$ cat config.mk
export PLATFORM = sky130hd
export DESIGN_NAME = vec_elem_add
export DESIGN_NICKNAME = d
export VERILOG_FILES = /design/src/rtl/vec_elem_add.sv
export SDC_FILE = /design/constraint.sdc
export NUM_CORES = 1
export LEC_CHECK = 0
export BUFFER_PORTS_ARGS = -buffer_cell sky130_fd_sc_hd__buf_2
export CORE_UTILIZATION = 50
export CTS_BUF_LIST = sky130_fd_sc_hd__clkbuf_4
export CTS_CLUSTER_DIAMETER = 30
export DETAILED_ROUTE_END_ITERATION = 10
export PLACE_DENSITY = 0.74
export SLEW_MARGIN = 20
export SYNTH_ARGS = -nofsm -noshare
export SYNTH_HDL_FRONTEND = slang
export SYNTH_SLANG_ARGS = --single-unit
export TNS_END_PERCENT = 10
$ cat constraint.sdc
create_clock -name clk -period 14.05 [get_ports clk]
set_clock_uncertainty 0.05 [all_clocks]
set_input_delay 0.7025 -clock clk [delete_from_list [all_inputs] [get_ports clk]]
set_output_delay 0.7025 -clock clk [all_outputs]
set_load 0.01 [all_outputs]
$ cat src/rtl/vec_elem_add.sv
module vec_elem_add #(
  parameter int NREGS = 32,
  parameter int MAXVL = 64,
  localparam int RAW = $clog2(NREGS),
  localparam int VLW = $clog2(MAXVL + 1),
  localparam int IW  = $clog2(MAXVL),
  localparam int OW  = IW + 3
) (
  input  logic           clk,
  input  logic           rst_n,
  input  logic           start,
  input  logic [RAW-1:0] src1_base,
  input  logic [RAW-1:0] src2_base,
  input  logic [RAW-1:0] dst_base,
  input  logic [1:0]     src_wsel,
  input  logic [1:0]     dst_wsel,
  input  logic [VLW-1:0] vlen,
  input  logic           sat_en,
  output logic           busy,
  output logic           done,
  output logic [RAW-1:0] rd1_reg,
  input  logic [63:0]    rd1_data,
  output logic [RAW-1:0] rd2_reg,
  input  logic [63:0]    rd2_data,
  output logic           wr_en,
  output logic [RAW-1:0] wr_reg,
  output logic [7:0]     wr_be,
  output logic [63:0]    wr_data
);

  function automatic logic [63:0] elem_mask(input logic [1:0] w);
    case (w)
      2'd0:    return 64'h0000_0000_0000_00FF;
      2'd1:    return 64'h0000_0000_0000_FFFF;
      2'd2:    return 64'h0000_0000_FFFF_FFFF;
      default: return '1;
    endcase
  endfunction

  function automatic logic [7:0] byte_mask(input logic [1:0] w);
    case (w)
      2'd0:    return 8'h01;
      2'd1:    return 8'h03;
      2'd2:    return 8'h0F;
      default: return 8'hFF;
    endcase
  endfunction

  logic [RAW-1:0] s1_q, s2_q, d_q;
  logic [1:0]     sw_q, dw_q;
  logic           sat_q;
  logic [IW-1:0]  idx, last;
  logic [VLW-1:0] vl_eff;

  assign vl_eff = (vlen > VLW'(MAXVL)) ? VLW'(MAXVL) : vlen;

  always_ff @(posedge clk or negedge rst_n) begin
    if (!rst_n) begin
      busy  <= 1'b0;
      done  <= 1'b0;
      idx   <= '0;
      last  <= '0;
      s1_q  <= '0;
      s2_q  <= '0;
      d_q   <= '0;
      sw_q  <= '0;
      dw_q  <= '0;
      sat_q <= 1'b0;
    end else begin
      done <= 1'b0;
      if (!busy) begin
        if (start) begin
          s1_q  <= src1_base;
          s2_q  <= src2_base;
          d_q   <= dst_base;
          sw_q  <= src_wsel;
          dw_q  <= dst_wsel;
          sat_q <= sat_en;
          idx   <= '0;
          if (vl_eff == '0) begin
            done <= 1'b1;
          end else begin
            busy <= 1'b1;
            last <= IW'(vl_eff - 1'b1);
          end
        end
      end else if (idx == last) begin
        busy <= 1'b0;
        done <= 1'b1;
      end else begin
        idx <= idx + 1'b1;
      end
    end
  end

  logic [OW-1:0] soff, doff;
  logic [2:0]    slane, dlane;
  assign soff  = OW'(idx) << sw_q;
  assign doff  = OW'(idx) << dw_q;
  assign slane = soff[2:0];
  assign dlane = doff[2:0];

  assign rd1_reg = s1_q + RAW'(soff >> 3);
  assign rd2_reg = s2_q + RAW'(soff >> 3);
  assign wr_reg  = d_q  + RAW'(doff >> 3);

  logic [63:0] smask, dmax, opa, opb, res;
  logic [64:0] sum;
  logic        ovf;

  assign smask = elem_mask(sw_q);
  assign dmax  = elem_mask(dw_q);
  assign opa   = (rd1_data >> {slane, 3'b000}) & smask;
  assign opb   = (rd2_data >> {slane, 3'b000}) & smask;
  assign sum   = {1'b0, opa} + {1'b0, opb};
  assign ovf   = sum > {1'b0, dmax};
  assign res   = (sat_q && ovf) ? dmax : (sum[63:0] & dmax);

  assign wr_en   = busy;
  assign wr_be   = byte_mask(dw_q) << dlane;
  assign wr_data = res << {dlane, 3'b000};

endmodule


==> flow_metrics.tcl <==
set metrics [dict create \
    place.gp.congestion 1.112 \
    yosysMostFrequentCell "nand2_1" \
    synth_common_cells "395 x nand2_1, 191 x ha_1, 152 x a21oi_1, 140 x nor2_1, 117 x o21ai_0" \
    synth_top_area_cell "ha_1" \
    status "complete, no violations" \
    required_ns 13.30 \
    grt_max_degree 84 \
    antenna_found_initial 0 \
    core_area_sq_um 23750 \
    cpMaxStageDelayCell "o31ai_4" \
    crit_path_frequent_cell "nand2_1" \
    final.period_utilization_pct 81.14 \
    max_stage_delay_ns 0.82 \
    grt-ovfl-total 0 \
    worst_pin_slew_ns 1.087 \
    dr.pass1.iters 6 \
    synthTopCellsByArea "ha_1 19%, nand2_1 12%, dfrtp_1 6.9%" \
    ys_seq_area_share_pct 6.935 \
    cts_htree_levels 2 \
    ys.flop_type "dfrtp_1" \
    routed_wl_mm 50.25 \
    clock.fmax_ghz 0.08772 \
    drive_above_1_share_pct 15.75 \
    crit_type "reg -> out" \
    design.portCount 248 \
    ys_types 69 \
    drc 0 \
    slew_viol_final 0 \
    cts_resized 0 \
    worstSetupStartpointType "flip-flop" \
    track_usage_pct 39.20 \
    nets 2366 \
    initial_core_util_pct 51.65 \
    syn_area_per_cell_sq_um 6.589 \
    clock_latency_ns 0.37 \
    relSlewSlack_pct 27.44 \
    ctsHoldBuffers 0 \
    postCtsSetupRepairBufs 0 \
    die_y_um 158.6 \
    wl_per_cell_um 21.54 \
    synth_fp_nets 2215 \
    drtAntennaViolNets 0 \
    hold_viol_final 0 \
    critPathArrivalTime_ns 10.65 \
    numPortBuffers 247 \
    drtIter0Drc 1525 \
    cts.root.buffer_cell "clkbuf_4" \
    nFillCells 2397 \
    synth_area_sq_um 12270 \
    grt_pass1_vias 13060 \
    clk_pin_slew_ns 0.12 \
    synth_top_area_share_pct 19.48 \
    clock_path_buffers 2 \
    yosys_warnings 0 \
    synth-edff-count 0 \
    crit_fanout 64 \
    period_needed_ns 11.40 \
    grt_pass1_wl_mm 74.85 \
    num_vias 14550 \
    avgViaCountPerCell 6.238 \
    hold_path_class "in -> async" \
    tritoncts "built" \
    finalSetupViolations 0 \
    cts_buffers 5 \
    max-cap-violations 0 \
    syn_to_final_growth_pct 11.48 \
    rows 56 \
    crit_path_end_kind "primary output" \
    rsz0062_at_grt "false" \
    die_area_sq_um 25170 \
    synthCells 1862 \
    synth_seq_cells 34 \
    synthArstFlopShare_pct 100.0 \
    setup_tns_ns 0 \
    cts_sinks 34 \
    die_w_um 158.6 \
    hpwl_mm 41.68 \
]
final cells by class:
type	count	area (sq um)	area share, %
Clock inverter	2	33.78	0.2470
Timing Repair Buffer	266	1379	10.08
Multi-Input combinational cell	1658	10790	78.92
Sequential cell	34	852.1	6.229
Antenna cell	1	2.502	0.01829
Clock buffer	5	37.54	0.2744
Inverter	48	180.2	1.317
Tap cell	319	399.1	2.918
placed cells by master (no fill, tap or decap), types with 36 or more instances in the layout:
cell	netlist	layout
buf_2	10	247
xnor2_1	52	52
ha_1	191	191
a21oi_1	152	152
and3_1	58	58
a21boi_0	36	36
o21ai_0	117	117
mux2i_1	41	40
nand3_1	56	56
nor2_1	140	136
a21o_1	60	60
inv_1	47	47
nand2_1	395	394
critical path: cells and delay by family, from the launching register on:
family | cells | cell delay [ns]
AOI/OAI and AO/OA | 13 | 3.96
and+or+nand+nor | 14 | 2.82
buffers and inverters | 5 | 1.66
adders and majority gates | 3 | 0.96
muxes | 1 | 0.43
DFF | 1 | 0.38
layer usage:
layer	GRT usage (%)	share of wire, %	vias to the layer above
li1	-	-	6949
met1	54.30	45	6626
met2	58.67	41	854
met3	5.988	8.5	124
met4	19.28	5.4	0
met5	0	0	-
logic make-up after synthesis:
| kind of cell | synth area share, % |
|---|---|
| AOI/OAI and AO/OA | 29.04 |
| xor gates and xnor gates | 5.782 |
| adders and majority gates | 20.13 |
| buffers and inverters | 5.395 |
| DFF | 6.935 |
| muxes | 5.089 |
| and+or+nand+nor | 27.63 |
state kept, by name, summed over array words and instances (netlist names):
| signal | count |
|---|---|
| idx | 6 |
| last | 6 |
| d_q | 5 |
| s1_q | 5 |
| s2_q | 5 |
| dw_q | 2 |
| sw_q | 2 |
| busy | 1 |
| done | 1 |
| sat_q | 1 |
worst paths after layout:
path / startpoint / endpoint / slack (ns) / cells after the start
worst min register to register: last[4] / last[4] / 0.48 / 2
min in group clk: last[4] / last[4] / 0.48 / 2
worst min-delay path: rst_n / last[0] / 0.38 / 1
worst max register to register: idx[2] / idx[4] / 11.38 / 7
max in group asynchronous: rst_n / sw_q[1] / 13.01 / 1
worst max-delay path: sw_q[0] / wr_data[61] / 2.65 / 36
through the flow:
stage | hold slack (ns) | area [sq um] | util [%] | setup WS (ns) | cells
2_1_floorplan | 0.3569 | 12270 | - | 6.403 | 1862
3_3_place_gp | 0.4404 | 13600 | 57.26 | 3.320 | 2325
3_5_place_dp | 0.4537 | 13600 | 57.26 | 3.253 | 2325
4_1_cts | 0.3943 | 13670 | 57.56 | 2.794 | 2332
5_1_grt | 0.4185 | 13680 | 57.57 | 1.725 | 2332
6_report | 0.3753 | 13680 | 57.59 | 2.650 | 2333
Power is not shown: default switching activity piles up to over one toggle a cycle in this logic, so the estimate is an artifact.
